File: src/rtl/smcf_pkg.sv
package smcf_pkg;

   localparam int BYTE_W = 8;
   localparam int CNT_W  = $clog2(BYTE_W);

   localparam logic [BYTE_W-1:0] OP_SET_WE  = 8'h06;
   localparam logic [BYTE_W-1:0] OP_CLR_WE  = 8'h04;
   localparam logic [BYTE_W-1:0] OP_RD_STAT = 8'h05;
   localparam logic [BYTE_W-1:0] OP_WR_STAT = 8'h01;
   localparam logic [BYTE_W-1:0] OP_RD_ARR  = 8'h03;
   localparam logic [BYTE_W-1:0] OP_WR_ARR  = 8'h02;

   typedef enum logic [2:0] {
      PH_IDLE,
      PH_OPCODE,
      PH_ADDR,
      PH_ARRAY_OUT,
      PH_STAT_OUT,
      PH_WR_BYTES,
      PH_PARK
   } phase_t;

   typedef enum logic [1:0] {
      CMD_SET_WE  = 2'd0,
      CMD_CLR_WE  = 2'd1,
      CMD_WR_STAT = 2'd2,
      CMD_WR_ARR  = 2'd3
   } wcmd_t;

   function automatic logic [BYTE_W-1:0] status_byte(input logic [1:0] bp,
                                                     input logic       wel,
                                                     input logic       wip);
      return {4'hF, bp, wel, wip};
   endfunction

endpackage

File: src/rtl/smcf_pin_sync.sv
// Brings select, clock and data into the system clock domain and
// derives one-cycle serial clock edge strobes.
module smcf_pin_sync #(
   parameter int STAGES = 2
) (
   input  logic clk,
   input  logic rst_n,
   input  logic sel_n,
   input  logic sck,
   input  logic sdi,
   output logic sel_act,
   output logic sck_rise,
   output logic sck_fall,
   output logic sdi_s
);

   localparam int         PINS     = 3;
   localparam logic [2:0] PIN_IDLE = 3'b100;

   logic [PINS-1:0] raw;
   logic [PINS-1:0] synced;
   logic            sck_prev;

   assign raw = {sel_n, sck, sdi};

   generate
      if (STAGES < 0 || STAGES > 4) begin : g_bad_stages
         $error("smcf_pin_sync: STAGES must be 0..4");
      end
      if (STAGES == 0) begin : g_bypass
         assign synced = raw;
      end else begin : g_chain
         logic [PINS-1:0] st [STAGES];
         always_ff @(posedge clk or negedge rst_n) begin
            if (!rst_n) begin
               for (int i = 0; i < STAGES; i++) st[i] <= PIN_IDLE;
            end else begin
               st[0] <= raw;
               for (int i = 1; i < STAGES; i++) st[i] <= st[i-1];
            end
         end
         assign synced = st[STAGES-1];
      end
   endgenerate

   always_ff @(posedge clk or negedge rst_n) begin
      if (!rst_n) sck_prev <= 1'b0;
      else        sck_prev <= synced[1];
   end

   assign sel_act  = ~synced[2];
   assign sck_rise = sel_act &  synced[1] & ~sck_prev;
   assign sck_fall = sel_act & ~synced[1] &  sck_prev;
   assign sdi_s    = synced[0];

endmodule

File: src/rtl/smcf_rx_shift.sv
// Counts rising edges and assembles incoming bytes, MSB first.
module smcf_rx_shift
   import smcf_pkg::*;
(
   input  logic              clk,
   input  logic              rst_n,
   input  logic              clear,
   input  logic              shift_en,
   input  logic              bit_in,
   output logic [CNT_W-1:0]  cnt,
   output logic              byte_done,
   output logic [BYTE_W-1:0] byte_val
);

   localparam logic [CNT_W-1:0] LAST = CNT_W'(BYTE_W - 1);

   logic [BYTE_W-1:0] sh;

   always_ff @(posedge clk or negedge rst_n) begin
      if (!rst_n) begin
         sh  <= '0;
         cnt <= '0;
      end else if (clear) begin
         sh  <= '0;
         cnt <= '0;
      end else if (shift_en) begin
         sh  <= {sh[BYTE_W-2:0], bit_in};
         cnt <= cnt + 1'b1;
      end
   end

   assign byte_done = shift_en & (cnt == LAST);
   assign byte_val  = {sh[BYTE_W-2:0], bit_in};

endmodule

File: src/rtl/smcf_tx_shift.sv
// Output shifter: loaded or advanced on falling serial clock edges.
module smcf_tx_shift
   import smcf_pkg::*;
(
   input  logic              clk,
   input  logic              rst_n,
   input  logic              load,
   input  logic              shift,
   input  logic [BYTE_W-1:0] din,
   output logic              bit_out
);

   logic [BYTE_W-1:0] sh;

   always_ff @(posedge clk or negedge rst_n) begin
      if (!rst_n)     sh <= '0;
      else if (load)  sh <= din;
      else if (shift) sh <= {sh[BYTE_W-2:0], 1'b0};
   end

   assign bit_out = sh[BYTE_W-1];

endmodule

File: src/rtl/smcf_ram.sv
// Synchronous byte array, one write port and one registered read port.
module smcf_ram
   import smcf_pkg::*;
#(
   parameter int ADDR_W = 8
) (
   input  logic              clk,
   input  logic              we,
   input  logic [ADDR_W-1:0] waddr,
   input  logic [BYTE_W-1:0] wdata,
   input  logic [ADDR_W-1:0] raddr,
   output logic [BYTE_W-1:0] rdata
);

   localparam int DEPTH = 1 << ADDR_W;

   logic [BYTE_W-1:0] cells [DEPTH];

   always_ff @(posedge clk) begin
      if (we) cells[waddr] <= wdata;
      rdata <= cells[raddr];
   end

endmodule

File: src/rtl/sermem_front.sv
module sermem_front
   import smcf_pkg::*;
#(
   parameter int ADDR_W      = 8,
   parameter int SYNC_STAGES = 2
) (
   input  logic              clk,
   input  logic              rst_n,
   input  logic              sel_n,
   input  logic              sck,
   input  logic              sdi,
   output logic              sdo,
   output logic              sdo_oe,
   input  logic [1:0]        prot_bits,
   input  logic              wr_latch,
   input  logic              wr_busy,
   input  logic              mem_we,
   input  logic [ADDR_W-1:0] mem_waddr,
   input  logic [7:0]        mem_wdata,
   output logic              cmd_valid,
   output logic [1:0]        cmd_kind,
   output logic              rx_valid,
   output logic [7:0]        rx_byte,
   output logic              xfer_end,
   output logic              end_whole
);

   localparam logic [ADDR_W-1:0] ADDR_TOP = {ADDR_W{1'b1}};

   generate
      if (ADDR_W < 1 || ADDR_W > BYTE_W) begin : g_bad_addr
         $error("sermem_front: ADDR_W must be 1..8 (single address byte)");
      end
   endgenerate

   // pin capture
   logic sel_act, sck_rise, sck_fall, sdi_s;

   smcf_pin_sync #(.STAGES(SYNC_STAGES)) u_sync (
      .clk     (clk),
      .rst_n   (rst_n),
      .sel_n   (sel_n),
      .sck     (sck),
      .sdi     (sdi),
      .sel_act (sel_act),
      .sck_rise(sck_rise),
      .sck_fall(sck_fall),
      .sdi_s   (sdi_s)
   );

   // byte assembly
   logic [CNT_W-1:0]  bit_cnt;
   logic              byte_done;
   logic [BYTE_W-1:0] byte_val;

   smcf_rx_shift u_rx (
      .clk      (clk),
      .rst_n    (rst_n),
      .clear    (~sel_act),
      .shift_en (sck_rise),
      .bit_in   (sdi_s),
      .cnt      (bit_cnt),
      .byte_done(byte_done),
      .byte_val (byte_val)
   );

   // state
   phase_t            phase_q;
   logic [ADDR_W-1:0] addr_q;
   logic              drv_q;
   logic              sel_act_q;
   wcmd_t             cmd_kind_q;

   // memory
   logic [BYTE_W-1:0] ram_rdata;

   smcf_ram #(.ADDR_W(ADDR_W)) u_ram (
      .clk  (clk),
      .we   (mem_we),
      .waddr(mem_waddr),
      .wdata(mem_wdata),
      .raddr(addr_q),
      .rdata(ram_rdata)
   );

   // opcode decode
   logic   op_cmd;
   logic   op_known;
   wcmd_t  op_kind;
   phase_t op_next;

   always_comb begin
      op_cmd   = 1'b0;
      op_known = 1'b1;
      op_kind  = CMD_SET_WE;
      op_next  = PH_PARK;
      case (byte_val)
         OP_SET_WE:  begin op_cmd = 1'b1; op_kind = CMD_SET_WE; end
         OP_CLR_WE:  begin op_cmd = 1'b1; op_kind = CMD_CLR_WE; end
         OP_RD_STAT: op_next = PH_STAT_OUT;
         OP_WR_STAT: begin op_cmd = 1'b1; op_kind = CMD_WR_STAT; op_next = PH_WR_BYTES; end
         OP_RD_ARR:  op_next = PH_ADDR;
         OP_WR_ARR:  begin op_cmd = 1'b1; op_kind = CMD_WR_ARR; op_next = PH_WR_BYTES; end
         default:    op_known = 1'b0;
      endcase
   end

   // output path
   logic out_phase;
   logic tx_load, tx_shift, tx_bit;
   logic [BYTE_W-1:0] tx_din;

   assign out_phase = (phase_q == PH_ARRAY_OUT) || (phase_q == PH_STAT_OUT);
   assign tx_load   = out_phase & sck_fall & (bit_cnt == '0);
   assign tx_shift  = out_phase & sck_fall & (bit_cnt != '0);
   assign tx_din    = (phase_q == PH_STAT_OUT) ? status_byte(prot_bits, wr_latch, wr_busy)
                                               : ram_rdata;

   smcf_tx_shift u_tx (
      .clk    (clk),
      .rst_n  (rst_n),
      .load   (tx_load),
      .shift  (tx_shift),
      .din    (tx_din),
      .bit_out(tx_bit)
   );

   assign sdo_oe = drv_q & out_phase;
   assign sdo    = sdo_oe & tx_bit;

   // sequencing
   always_ff @(posedge clk or negedge rst_n) begin
      if (!rst_n) begin
         phase_q    <= PH_IDLE;
         addr_q     <= '0;
         drv_q      <= 1'b0;
         sel_act_q  <= 1'b0;
         cmd_valid  <= 1'b0;
         cmd_kind_q <= CMD_SET_WE;
         rx_valid   <= 1'b0;
         rx_byte    <= '0;
         xfer_end   <= 1'b0;
         end_whole  <= 1'b0;
      end else begin
         cmd_valid <= 1'b0;
         rx_valid  <= 1'b0;
         xfer_end  <= 1'b0;
         sel_act_q <= sel_act;
         if (!sel_act) begin
            phase_q <= PH_IDLE;
            drv_q   <= 1'b0;
            if (sel_act_q) begin
               xfer_end  <= 1'b1;
               end_whole <= (bit_cnt == '0);
            end
         end else begin
            case (phase_q)
               PH_IDLE: phase_q <= PH_OPCODE;
               PH_OPCODE: if (byte_done) begin
                  phase_q <= op_next;
                  if (op_cmd) begin
                     cmd_valid  <= 1'b1;
                     cmd_kind_q <= op_kind;
                  end
               end
               PH_ADDR: if (byte_done) begin
                  addr_q  <= byte_val[ADDR_W-1:0];
                  phase_q <= PH_ARRAY_OUT;
               end
               PH_ARRAY_OUT: begin
                  if (sck_fall)  drv_q  <= 1'b1;
                  if (byte_done) addr_q <= addr_q + 1'b1;
               end
               PH_STAT_OUT: begin
                  if (sck_fall) drv_q <= 1'b1;
                  if (byte_done) begin
                     phase_q <= PH_PARK;
                     drv_q   <= 1'b0;
                  end
               end
               PH_WR_BYTES: if (byte_done) begin
                  rx_valid <= 1'b1;
                  rx_byte  <= byte_val;
               end
               default: ;
            endcase
         end
      end
   end

   assign cmd_kind = cmd_kind_q;

   // checks guarding the sequencing
   p_cmd_from_opcode_r1: assert property (@(posedge clk) disable iff (!rst_n)
      cmd_valid |-> $past(phase_q) == PH_OPCODE);

   p_sdo_on_fall_r3: assert property (@(posedge clk) disable iff (!rst_n)
      (sdo_oe && $past(sdo_oe) && sdo != $past(sdo)) |-> $past(sck_fall));

   p_addr_wrap_r5: assert property (@(posedge clk) disable iff (!rst_n)
      (phase_q == PH_ARRAY_OUT && sel_act && byte_done && addr_q == ADDR_TOP)
      |=> addr_q == '0);

   p_park_quiet_r7: assert property (@(posedge clk) disable iff (!rst_n)
      (phase_q == PH_PARK) |-> !sdo_oe);

   p_unknown_parks_r8: assert property (@(posedge clk) disable iff (!rst_n)
      (phase_q == PH_OPCODE && sel_act && byte_done && !op_known)
      |=> (phase_q == PH_PARK || phase_q == PH_IDLE) && !cmd_valid);

   p_desel_floats_r9: assert property (@(posedge clk) disable iff (!rst_n)
      !sel_act |=> !sdo_oe);

   p_rx_only_writes_r10: assert property (@(posedge clk) disable iff (!rst_n)
      rx_valid |-> $past(phase_q) == PH_WR_BYTES && !sdo_oe);

endmodule

File: config.mk
export PLATFORM = sky130hd
export DESIGN_NAME = sermem_front
export DESIGN_NICKNAME = d
export VERILOG_FILES = /design/src/rtl/smcf_pkg.sv /design/src/rtl/smcf_pin_sync.sv /design/src/rtl/smcf_rx_shift.sv /design/src/rtl/smcf_tx_shift.sv /design/src/rtl/smcf_ram.sv /design/src/rtl/sermem_front.sv
export SDC_FILE = /design/constraint.sdc
export NUM_CORES = 2
export LEC_CHECK = 0
export BUFFER_PORTS_ARGS = -buffer_cell sky130_fd_sc_hd__buf_2
export CORE_MARGIN = 2
export CORE_UTILIZATION = 34
export CTS_BUF_LIST = sky130_fd_sc_hd__clkbuf_16
export CTS_CLUSTER_DIAMETER = 200
export DETAILED_ROUTE_END_ITERATION = 16
export PLACE_DENSITY_LB_ADDON = 0.2
export SETUP_SLACK_MARGIN = 0.05
export SYNTH_ARGS = -nofsm -noshare
export SYNTH_HDL_FRONTEND = slang
export SYNTH_SLANG_ARGS = --single-unit
File: constraint.sdc
create_clock -name clk -period 3.2 [get_ports clk]
set_clock_uncertainty 0.2 [all_clocks]
set_input_delay 0.32 -clock clk [delete_from_list [all_inputs] [get_ports clk]]
set_output_delay 0.32 -clock clk [all_outputs]
set_load 0.01 [all_outputs]
==> results_dict.tcl <==
set metrics [dict create \
    r2r_slack_ns -0.009 \
    ys_warn_count 0 \
    worst_pin_slew_ns 1.13 \
    grt_pass1_vias 44300 \
    synth_area_per_cell_um2 20.3 \
    finalSetupViolCount 1 \
    synth-compound-area-share 0.0382 \
    netlist_area_um2 82200 \
    critPathCaptureType "register" \
    synth_mux_area_frac 0.146 \
    clk_pin_slew_ns 0.06 \
    cts-root-buf "clkbuf_16" \
    critPathLaunchType "register" \
    portBuffers 41 \
    p_per_area_nw_per_um2 562 \
    ys_seq_area_frac 0.766 \
    nFillCells 21200 \
    final_nets 4888 \
    core_um2 241000 \
    min_period_ns 3.21 \
    ys_ff_latch 2108 \
    die_w_um 496 \
    vias_per_cell 5.39 \
    arrival_ns 3.77 \
    dp.cells 7743 \
    synthToLayoutAreaGrowth_pct 22.2 \
    cts.path.max_buffers 3 \
    crit_fanout 6 \
    stdcell_area_um2 100000 \
    grt_max_degree 115 \
    final_hold_viol_count 0 \
    leakagePower_nw 32.0 \
    critPathKind "register to register" \
    drc 0 \
    detail_route.wl_per_cell_um 31.0 \
    synthesis.nets 4071 \
    failed_checks "setup timing" \
    die_y_um 496 \
    start_util 0.342 \
    rsz0062_at_grt "true" \
    cts_tree "yes" \
    core.rowCount 180 \
    drt_iter0_drc 5262 \
    max_slew_margin 0.244 \
    stdcell_count 8237 \
    placed_area_um2 91700 \
    startpoint "addr_q[0]" \
    synthArstFlopShare 0.0247 \
    rr_endpoint "u_ram.rdata[4]" \
    clkSinkCount 2108 \
    synth_cell_types 75 \
    synth_top_family_by_area "multiplexers" \
    drt_wl_total_um 255000 \
    outcome "complete, but fails checks" \
    r2r_cells 8 \
    htreeDepth 4 \
    drive_gt1_frac 0.339 \
    endpoint "u_ram.rdata[4]" \
    synthAdderAreaFrac 0.000609 \
    final.period_utilization 1.00 \
    drv_cap 0 \
    finalPower_mw 56.5 \
    ys.flop_type "edfxtp_1" \
    synthXorXnorAreaFrac 0.000213 \
    io-pin-count 42 \
    num_vias 44400 \
    dp_hpwl_um 164000 \
    utilization 0.418 \
    grt_pass1_wl_um 356000 \
    antenna_found_initial 17 \
    regToRegStartpoint "addr_q[0]" \
    grt_use_total 0.206 \
    firstDrtPassIters 8 \
    worst_skew_pair.late_latency_ns 0.87 \
    hold_path.class "input pin to register" \
    max_freq_mhz 312 \
    ir_drop_v 0.000457 \
    synthSimpleGateAreaFrac 0.0304 \
    layout_setup_ws_ns -0.00854 \
    grt_overflow 0 \
    synth_edf_count 2048 \
    cts_buffers 220 \
    synthCells 4041 \
    die_area_um2 246000 \
    place.gp.congestion 0.840 \
    report.final.slew_viol_count 0 \
    critPathRequiredTime_ns 3.76 \
    final_antenna_net_count 0 \
]
-- state kept, by name (all words and copies together) (netlist names) --
| name | cells |
|---|---|
| u_tx.sh | 8 |
| xfer_end | 1 |
| end_whole | 1 |
| u_sync.g_chain.st | 3 |
| cmd_kind | 2 |
| addr_q | 8 |
| drv_q | 1 |
| u_sync.sck_prev | 1 |
| u_rx.cnt | 3 |
| phase_q | 3 |
| sel_act_q | 1 |
| rx_byte | 8 |
| rx_valid | 1 |
| u_rx.sh | 7 |
| u_ram.rdata | 8 |
| cmd_valid | 1 |
| u_sync.synced | 3 |
| u_ram.cells | 2048 |
-- worst min-delay path by stage --
stage	start	end	slack (ns)	cells past startpoint
after detailed placement	rst_n	u_tx.sh[2]	0.04	1
after CTS	mem_waddr[3]	u_ram.cells[172][2]	0.009	4
after global routing	mem_waddr[3]	u_ram.cells[173][5]	0.08	4
final	mem_waddr[7]	u_ram.cells[251][1]	0.09	4
after floorplan	rst_n	addr_q[0]	-0.18	0
after global placement	rst_n	u_tx.sh[1]	0.04	1
-- area by class of cell --
class	count	area (µm²)	share of cell area
Antenna cell	4	10.0	0.0000996
Clock buffer	223	5580	0.0555
Clock inverter	189	1560	0.0155
Inverter	12	45.0	0.000448
Multi-Input combinational cell	1665	18300	0.182
Sequential cell	2108	63000	0.627
Tap cell	3185	3990	0.0397
Timing Repair Buffer	851	8000	0.0796
-- critical path: stages, from the launching register on --
cell,delay (ns)
dfrtp_4,0.49
buf_12,0.18
buf_8,0.13
buf_12,0.15
clkbuf_16,0.17
mux4_2,0.52
a221o_1,0.35
or4_4,0.62
a32o_1,0.27
-- layout by cell type (no fill, tap or decap), types with 23 or more instances in the layout --
master / count
a21oi_1: 77
a221oi_1: 27
a22o_1: 30
a22oi_1: 56
buf_12: 85
buf_2: 33
buf_4: 655
bufinv_16: 23
clkbuf_16: 225
clkinv_1: 59
clkinv_2: 48
dfrtp_1: 43
dlygate4sd3_1: 25
edfxtp_1: 2048
inv_1: 49
mux2i_1: 195
mux4_2: 436
nand2_1: 111
nand3_1: 43
nor2_1: 286
o21ai_0: 39
o221ai_1: 30
-- power by group --
group,switching [mW],leakage (nW),total (mW),internal [mW]
clock network,10.8,3.65,25.2,14.5
registers,0.0271,19.1,30.4,30.3
logic,0.722,9.25,0.895,0.174
-- logic make-up (layout without fill, tap and decap cells) --
family / after synthesis / count (layout)
multiplexers: 650 / 650
other: 0 / 4
adder cells (fa/ha/maj): 4 / 4
buffers and inverters: 268 / 1275
AO/OA/AOI/OAI: 446 / 446
AND/OR/NAND/NOR: 563 / 563
XOR/XNOR: 2 / 2
flip-flops: 2108 / 2108
-- per-stage QoR --
stage	worst slack [ns]	hold WS (ns)	TNS [ns]
2_1_floorplan	0.488	-0.176	0
3_3_place_gp	-0.476	0.0368	-2.03
3_5_place_dp	-0.458	0.0390	-1.96
4_1_cts	-0.00159	0.00906	-0.00159
5_1_grt	-0.0324	0.0810	-0.0545
6_report	-0.00854	0.0888	-0.00854
-- repair_timing --
action | in CTS | in global routing
endpoints found under the hold margin | 788 | 0
cloned | 6 | 2
setup endpoints to repair | 10 | 8
hold buffers | 25 | 0
buffers inserted | 35 | 13
pin swaps | 23 | 32
gates resized for setup | 94 | 75
-- synthesized netlist by cell type (10+ instances only) --
cell type,number,area [µm²]
edfxtp_1,2048,61500
mux4_2,436,9820
nor2_1,289,1080
mux2i_1,203,2030
clkbuf_1,123,462
nand2_1,114,428
a21oi_1,83,415
a22oi_1,70,526
buf_2,61,305
dfrtp_1,50,1250
o21ai_0,49,245
nand3_1,48,240
a221oi_1,36,315
a211oi_1,34,255
o221ai_1,34,298
a22o_1,32,280
buf_6,26,293
buf_4,23,173
o22ai_1,23,144
nand4_1,20,125
nor2b_1,18,113
a31oi_1,17,106
and2_1,13,81.3
o21ai_1,12,60.1
mux2_2,10,113
nor3_1,10,50.1
o211ai_1,10,75.1
-- per-layer routing --
layer	GRT usage	up-vias	wire length [µm]	share of wire
met2	0.332	1613	122000	0.48
li1	-	18400	-	-
met3	0.0331	318	16300	0.064
met4	0.0546	4	6020	0.024
met1	0.292	24000	111000	0.43
met5	0	-	26	0.00010
No activity file was read; power rests on OpenSTA's default activity.
